===== src/rtl/rtc_irq_ctl.sv =====
module rtc_irq_ctl #(
  parameter int AW = 3
) (
  input  logic          clk,
  input  logic          rst_n,
  input  logic          per_tick,
  input  logic          upd_done,
  input  logic          sec_tick,
  input  logic [7:0]    cur_sec,
  input  logic [7:0]    cur_min,
  input  logic [7:0]    cur_hr,
  input  logic [AW-1:0] addr,
  input  logic          wr_en,
  input  logic          rd_en,
  input  logic [7:0]    wdata,
  output logic [7:0]    rdata,
  output logic          irq_n,
  output logic          set_mode,
  output logic          bin_mode,
  output logic          hr24
);
  localparam logic [AW-1:0] A_ASEC = AW'(0);
  localparam logic [AW-1:0] A_AMIN = AW'(1);
  localparam logic [AW-1:0] A_AHR  = AW'(2);
  localparam logic [AW-1:0] A_CTRL = AW'(3);
  localparam logic [AW-1:0] A_STAT = AW'(4);

  logic [7:0] al_sec, al_min, al_hr;
  logic set_q, pie_q, aie_q, uie_q, dm_q, h24_q;
  logic pf_q, af_q, uf_q;
  logic irqf, clr, hit, ctrl_wr;

  function automatic logic byte_hit(input logic [7:0] al, input logic [7:0] t);
    return (al[7:6] == 2'b11) || (al == t);
  endfunction

  assign hit     = sec_tick && byte_hit(al_sec, cur_sec) && byte_hit(al_min, cur_min) && byte_hit(al_hr, cur_hr);
  assign clr     = rd_en && addr == A_STAT;
  assign ctrl_wr = wr_en && addr == A_CTRL;
  assign irqf    = (pf_q && pie_q) || (af_q && aie_q) || (uf_q && uie_q);
  assign irq_n   = ~irqf;
  assign set_mode = set_q;
  assign bin_mode = dm_q;
  assign hr24     = h24_q;

  always_comb begin
    case (addr)
      A_ASEC:  rdata = al_sec;
      A_AMIN:  rdata = al_min;
      A_AHR:   rdata = al_hr;
      A_CTRL:  rdata = {set_q, pie_q, aie_q, uie_q, 1'b0, dm_q, h24_q, 1'b0};
      A_STAT:  rdata = {irqf, pf_q, af_q, uf_q, 4'b0000};
      default: rdata = 8'h00;
    endcase
  end

  always_ff @(posedge clk or negedge rst_n) begin
    if (!rst_n) begin
      al_sec <= '0;
      al_min <= '0;
      al_hr  <= '0;
      set_q  <= 1'b0;
    end else if (wr_en) begin
      if (addr == A_ASEC) al_sec <= wdata;
      if (addr == A_AMIN) al_min <= wdata;
      if (addr == A_AHR)  al_hr  <= wdata;
      if (addr == A_CTRL) set_q  <= wdata[7];
    end
  end

  always_ff @(posedge clk or negedge rst_n) begin
    if (!rst_n) begin
      pie_q <= 1'b0;
      aie_q <= 1'b0;
      uie_q <= 1'b0;
    end else if (ctrl_wr) begin
      pie_q <= wdata[6];
      aie_q <= wdata[5];
      uie_q <= wdata[4] && !(wdata[7] && !set_q);
    end
  end

  always_ff @(posedge clk) begin
    if (ctrl_wr) begin
      dm_q  <= wdata[2];
      h24_q <= wdata[1];
    end
  end

  always_ff @(posedge clk or negedge rst_n) begin
    if (!rst_n) begin
      pf_q <= 1'b0;
      af_q <= 1'b0;
      uf_q <= 1'b0;
    end else begin
      pf_q <= (pf_q && !clr) || per_tick;
      af_q <= (af_q && !clr) || hit;
      uf_q <= (uf_q && !clr) || upd_done;
    end
  end

  p_per_sets_r1: assert property (@(posedge clk) disable iff (!rst_n) per_tick |=> pf_q);
  p_alarm_sets_r2: assert property (@(posedge clk) disable iff (!rst_n)
    (sec_tick && al_sec == cur_sec && al_min == cur_min && al_hr == cur_hr) |=> af_q);
  p_wild_r3: assert property (@(posedge clk) disable iff (!rst_n)
    (sec_tick && al_sec[7:6] == 2'b11 && al_min[7:6] == 2'b11 && al_hr[7:6] == 2'b11) |=> af_q);
  p_upd_sets_r4: assert property (@(posedge clk) disable iff (!rst_n) upd_done |=> uf_q);
  p_irq_cause_r5: assert property (@(posedge clk) disable iff (!rst_n) !irq_n |-> (pf_q || af_q || uf_q));
  p_stat_low_r6: assert property (@(posedge clk) disable iff (!rst_n) (addr == A_STAT) |-> rdata[3:0] == 4'h0);
  p_read_clear_r7: assert property (@(posedge clk) disable iff (!rst_n)
    (clr && !per_tick && !upd_done && !sec_tick) |=> !(pf_q || af_q || uf_q));
  p_set_uie_r10: assert property (@(posedge clk) disable iff (!rst_n)
    (ctrl_wr && wdata[7] && !set_q) |=> !uie_q);
  p_dm_hold_r11: assert property (@(posedge clk) disable iff (!rst_n) !ctrl_wr |=> $stable(dm_q) && $stable(h24_q));
endmodule


===== config.mk =====
export PLATFORM = sky130hd
export DESIGN_NAME = rtc_irq_ctl
export DESIGN_NICKNAME = d
export VERILOG_FILES = /design/src/rtl/rtc_irq_ctl.sv
export SDC_FILE = /design/constraint.sdc
export NUM_CORES = 1
export LEC_CHECK = 0
export BUFFER_PORTS_ARGS = -buffer_cell sky130_fd_sc_hd__buf_2
export CORE_MARGIN = 5
export CORE_UTILIZATION = 50
export CTS_BUF_LIST = sky130_fd_sc_hd__clkbuf_8
export CTS_CLUSTER_DIAMETER = 80
export CTS_CLUSTER_SIZE = 14
export DETAILED_ROUTE_END_ITERATION = 7
export PLACE_DENSITY = 0.82
export SLEW_MARGIN = 30
export SYNTH_ARGS = -nofsm -noshare
export SYNTH_HDL_FRONTEND = slang
export SYNTH_SLANG_ARGS = --single-unit

===== constraint.sdc =====
create_clock -name clk -period 1.5 [get_ports clk]
set_clock_uncertainty 0.1 [all_clocks]
set_input_delay 0.075 -clock clk [delete_from_list [all_inputs] [get_ports clk]]
set_output_delay 0.075 -clock clk [all_outputs]
set_load 0.01 [all_outputs]

==> key figures, run 1 <==
Synthesis
  • Netlist cell types: 27
  • Gate Count Post-Synth: 151
  • Xor and xnor area share after synthesis: 11.4%
  • Syn Nets: 193
  • Mapped Avg Cell Area: 12.2 um^2
  • Post-synthesis simple-gate area fraction: under 10%
  • Synth Area in Adders: 0%
  • Register bit total from synthesis: 33
  • Compound-Gate Fraction of Synth Area: 8.64%
  • Synthesized area: ~0.0018 mm^2
  • Synth warnings: 0
  • Post-synthesis mux area share: 22.5%
  • Largest family of logic cells by synthesized area: multiplexers
  • Sequential area share after synthesis: 45.4%

Timing
  • Min cycle time layout: 1710 ps
  • Setup ws final: -208 ps
  • Count of final hold-check violations: 0
  • F_max: 585 MHz
  • Hold slack: 91.5 ps
  • Slew HR: 70.3%
  • Slew Limit Fails: 0
  • Slew of the pin with the lowest slew margin: 446 ps
  • RSZ-0062 raised after global routing: true
  • Post-route clock period utilization: 114%
  • Final setup fails: 7

Setup path
  • CP Max Fanout: 3
  • Critical Path RT: ~1300 ps
  • Critical Path End Type: output port
  • Crit path DAT: between 1500 and 2000 ps
  • Critical path launch point type: flip-flop
  • Setup CP Type: reg2out

Clock tree
  • CTS sink count: 33
  • Clk slew on worst S/H paths: ~80 ps
  • Worst-Skew Late Latency: ~300 ps
  • Root Driver: clkbuf_8
  • CTS tree: yes
  • TritonCTS buffer count: 5
  • Clock buffer depth: 2
  • Htree depth: 2

GRT
  • Largest net degree at the start of global routing: 17
  • GRT met3 Usage: 5.68%
  • First-pass GRT wire length: 8200 um
  • Met2 Track Usage GR: 32.1%
  • Gr usage total: 21.2%
  • Grt ovf: 0
  • Initial antenna violation count: 0
  • Vias in the first global route: approximately 1600
  • Met1 GRT Util: 29.3%
  • Busiest grt layer: met2

Placed design
  • Estimated wirelength of the detail-placed design: 3480 um
  • # port buffers: 53
  • Placed inst area: 0.00224 mm^2
  • RD Place Congestion: approximately 0.87

Floorplanning
  • Row cnt: 22
  • DIE AREA: 0.00499 mm^2
  • Io pins: 54
  • Die W: 70.7 um
  • Starting Density: 51.0%
  • Core Region: between 0.003 and 0.004 mm^2
  • Die Span Y: slightly above 70 um

Final layout
  • Layout area overhead: 41.1%
  • Design area: 0.00259 mm^2
  • Largest regs: al_hr (8), al_min (8), al_sec (8)
  • Antenna diode count: 0
  • Layout cell share with drive strength beyond 1: 52.9%
  • Register area: 836 um^2
  • Multi-input gate area: 992 um^2
  • Final nets: approximately 280
  • Commonest non-fill, non-tap cell in the layout: buf_2
  • Most frequent cells in the layout: 52 x buf_2, 31 x dfrtp_1, 26 x mux2_2
  • Fill cell count: 252

Routing
  • Antenna-violating nets left: 0
  • Via Count: around 1500
  • DRC marker count from the first detailed-route iteration: ~130
  • WL/cell: 17.6 um
  • Wirelength, routed: 5060 um
  • Pre-antenna DRT Iters: 4
  • DRC Markers: 0
  • Via/cell ratio: ~5.4

Run status
  • Violated checks: negative setup slack
  • Status: complete, but fails checks

Pwr
  • Pwr/cell area: between 1000 and 1500 mW/mm^2
  • VDD IR-drop max: 0.863 mV
  • Leak: about 1.2 nW

Run
  • MaxCap Viol Count: 0

Min path
  • HP Class: in2reg
## synth_stat cells, drive strengths merged
| cell | n | area share [%] |
|---|---|---|
| mux2i | 2 | 1.1 |
| xor2 | 24 | 11 |
| nand2 | 5 | 1.0 |
| o41ai | 1 | 0.88 |
| mux4 | 3 | 3.7 |
| a222oi | 1 | 0.54 |
| clkbuf | 1 | 0.20 |
| a22oi | 9 | 3.7 |
| inv | 4 | 0.82 |
| dfrtp | 31 | 42 |
| and3b | 1 | 0.48 |
| nor4 | 6 | 2.4 |
| a21oi | 2 | 0.54 |
| nor2b | 6 | 2.0 |
| a21o | 2 | 0.82 |
| edfxtp | 2 | 3.3 |
| mux2 | 29 | 18 |
| o22ai | 4 | 1.4 |
| and2 | 1 | 0.34 |
| o21ai | 3 | 0.82 |
| nand3 | 2 | 0.54 |
| buf | 6 | 2.1 |
| nor2 | 6 | 2.0 |
## cells by family (layout without fill, tap and decap cells)
logic type | Yosys count | count (layout)
XOR/XNOR | 24 | 24
AO/OA/AOI/OAI | 22 | 22
multiplexers | 34 | 34
flip-flops | 33 | 33
buffers and inverters | 11 | 100
AND/OR/NAND/NOR | 27 | 27
## routing by layer
metal,share of wire [%],vias to the layer above
li1,-,720
met4,1.8,0
met3,6.7,10
met5,0,-
met2,47,61
met1,44,755
## report_power, final
group          leakage (nW)  switching, mW  internal, mW  total (mW)
Sequential            0.388          0.159          1.07        1.23
Clock                0.0364          0.360         0.325       0.685
Combinational         0.778          0.390         0.541       0.932
## worst max-delay path, cell delays in order, from the launching register on
cell and delay, ps:
dfrtp_1 400, buf_6 130, mux2_4 260, a22oi_2 190, o22ai_1 100, buf_2 150
## path summary, 6_finish.rpt
path,startpoint,slack (ps),to,cells past startpoint
worst min-delay path,rd_en,90,pf_q,3
worst min register to register,uf_q,420,uf_q,1
worst max register to register,al_hr[6],-110,af_q,5
min in group asynchronous,rst_n,140,al_min[6],2
worst max-delay path,al_hr[6],-210,rdata[6],5
max in group asynchronous,rst_n,740,al_sec[4],3
## cell type report
class | count | share of cell area (%)
well taps | 48 | 2.31
multi-input cells | 107 | 38.2
clock inverters | 3 | 0.868
clock buffers | 5 | 2.65
inverters | 4 | 0.579
repair buffers | 88 | 23.1
flip-flops and latches | 33 | 32.2
## timing repair
action / CTS / global route
pin swaps: 3 / 7
buffers inserted: 10 / 1
hold buffers: 12 / 0
endpoints found under the hold margin: 64 / 0
resized for setup: 9 / 6
setup endpoints to repair: 7 / 10
## through the flow
stage	utilization, %	TNS (ps)	setup WS, ps	total power, mW	cells
floorplan	-	0	105	1.68	151
global route	72.0	-1300	-244	2.99	288
detailed placement	62.0	-87.4	-87.4	1.98	257
global placement	62.0	-80.8	-80.8	1.96	257
CTS	71.0	-734	-211	2.81	287
finish	72.0	-791	-208	2.85	288
(Power assumes the default switching activity.)
==> run 2, diff against run 1 <==
Clock period 1.5 ns to 1.8 ns, I/O delays scaled along.
==> run 2 against run 1 <==
  * The run now ends clean
  * Register-to-register slack gained 290 ps
  * Sequential share of layout area up 3.2 points
  * Combinational power decreased by 38%
  * Utilization is 6.5 points lower
==> key figures, run 2 (synthesis gave the netlist of run 1 again) <==
Clock tree
  • TritonCTS buffer count: 5 (unchanged)
  • Clock buffer depth: 2 (unchanged)
  • Worst-Skew Late Latency: 280 ps (was 300 ps)
  • Htree depth: 2 (unchanged)
  • Root Driver: clkbuf_8 (unchanged)
  • CTS tree: yes (unchanged)
  • Setup Fix Bufs, Post-CTS: 0 (was 10)
  • CTS sink count: 33 (unchanged)
  • Clk slew on worst S/H paths: 70 ps (was 80 ps)

Timing
  • Slew HR: 55.4% (was 70.3%)
  • Hold slack: 68.5 ps (was 91.5 ps)
  • Final setup fails: 0 (was 7)
  • F_max: 603 MHz
  • Min cycle time layout: 1660 ps
  • Slew Limit Fails: 0 (unchanged)
  • Setup TNS Final: 0 ps (was -791 ps)
  • RSZ-0062 raised after global routing: false (was true)
  • Post-route clock period utilization: between 90% and 100%
  • Count of final hold-check violations: 0 (unchanged)
  • Slew of the pin with the lowest slew margin: 668 ps (was 446 ps)

Routing
  • Antenna-violating nets left: 0 (unchanged)
  • WL/cell: 16.5 um (was 17.6 um)
  • DRC marker count from the first detailed-route iteration: 144 (was 126)
  • Pre-antenna DRT Iters: 4 (unchanged)
  • DRC Markers: 0 (unchanged)
  • Via/cell ratio: 5.39 (was 5.37)
  • Via Count: 1449 (was 1546)
  • Wirelength, routed: 4450 um (was 5060 um)

Final layout
  • Register area: 836 um^2 (unchanged)
  • Multi-input gate area: 946 um^2 (was 992 um^2)
  • Post-Route Utilization: 65.5% (was 72.0%)
  • Most frequent cells in the layout: 53 x buf_2, 31 x dfrtp_1, 29 x mux2_2 (was 52 x buf_2, 31 x dfrtp_1, 26 x mux2_2)
  • Antenna diode count: 0 (unchanged)
  • Commonest non-fill, non-tap cell in the layout: buf_2 (unchanged)
  • Final nets: 262 (was 281)
  • Largest regs: al_hr (8), al_min (8), al_sec (8) (unchanged)
  • Layout area overhead: 28.4% (was 41.1%)
  • Fill cell count: 298 (was 252)
  • Design area: 0.00236 mm^2 (was 0.00259 mm^2)
  • Layout cell share with drive strength beyond 1: 44.8% (was 52.9%)

Placed design
  • # port buffers: 53 (unchanged)
  • Placed inst area: 0.00215 mm^2 (was 0.00224 mm^2)
  • Estimated wirelength of the detail-placed design: 3350 um (was 3480 um)
  • RD Place Congestion: 0.832 (was 0.870)

Floorplanning
  • Io pins: 54 (unchanged)
  • Row cnt: 22 (unchanged)
  • Die Span Y: 70.7 um (unchanged)
  • Core Region: 0.00361 mm^2 (unchanged)
  • Starting Density: 51.0% (unchanged)
  • Die W: 70.7 um (unchanged)
  • DIE AREA: 0.00499 mm^2 (unchanged)

Pwr
  • Pwr/cell area: 919 mW/mm^2 (was 1100 mW/mm^2)
  • Net Switching: 0.648 mW (was 0.909 mW)
  • Sequential power share: 47.8% (was 43.2%)
  • Tot Pwr: 2.17 mW (was 2.85 mW)
  • Switching share of power: 29.8% (was 31.9%)
  • Internal Power: 1.52 mW (was 1.94 mW)
  • VDD IR-drop max: 0.680 mV (was 0.863 mV)
  • Leak: 1.10 nW (was 1.20 nW)
  • Gate power share: 26.5% (was 32.7%)
  • Clock share of power: 25.7% (was 24.1%)

GRT
  • Initial antenna violation count: 0 (unchanged)
  • Largest net degree at the start of global routing: 32 (was 17)
  • First-pass GRT wire length: 7270 um (was 8200 um)
  • Vias in the first global route: 1496 (was 1604)
  • Gr usage total: 18.6% (was 21.2%)
  • Grt ovf: 0 (unchanged)

Run
  • MaxCap Viol Count: 0 (unchanged)

Setup path
  • Critical path launch point type: flip-flop (unchanged)
  • Setup CP Type: reg2out (unchanged)
  • Critical Path RT: 1610 ps (was 1320 ps)
  • Critical Path End Type: output port (unchanged)
  • CP Max Fanout: 4 (was 3)
  • Crit path DAT: 1470 ps (was 1530 ps)

Min path
  • HP Class: in2reg (unchanged)

Run status
  • Status: completed (was complete, but fails checks)
[run 2: through the flow]
stage          cells  worst slack, ps
2_1_floorplan    151              405
3_3_place_gp     249              179
3_5_place_dp     249              156
4_1_cts          269              130
5_1_grt          269             85.0
6_report         269              141
[run 2: metal layers]
layer	vias to the layer above	share of wire, %	GRT usage, %
li1	688	-	-
met1	689	45	25.5
met2	62	45	28.2
met3	10	8.1	6.11
met4	0	1.6	5.85
met5	-	0	0
[run 2: worst max-delay path: stages, from the launching register on]
cell,delay (ps)
dfrtp_1,410
mux4_2,480
inv_1,70
o22ai_1,60
buf_2,150
[run 2: final cells by class]
| cell class | instances | area share, % |
|---|---|---|
| tap | 48 | 2.54 |
| clock buffer | 6 | 3.50 |
| inverter | 4 | 0.636 |
| sequential | 33 | 35.4 |
| multi-input combinational | 107 | 40.0 |
| clock inverter | 2 | 0.318 |
| timing repair buffer | 69 | 17.6 |
[run 2: final timing paths]
check | start | endpoint | slack (ps) | cells after the start
max | set_mode | rdata[7] | 140 | 4
min | rd_en | pf_q | 70 | 3
max reg2reg | al_sec[6] | af_q | 180 | 4
min reg2reg | uie_q | uie_q | 420 | 2
max in group asynchronous | rst_n | uie_q | 880 | 2
min in group asynchronous | rst_n | al_hr[5] | 280 | 2
[run 2: timing repair]
item                      in CTS  in global routing
hold buffers                  12                  0
gates resized for setup        0                  0
hold endpoints to repair      63                  0
[run 2: power groups by stage]
stage / Combinational, mW / Sequential (mW) / Clock, mW
CTS: 0.578 / 1.04 / 0.570
floorplan: 0.393 / 1.01 / 0
global placement: 0.544 / 1.05 / 0
global route: 0.635 / 1.06 / 0.599
detailed placement: 0.554 / 1.05 / 0
finish: 0.576 / 1.04 / 0.558
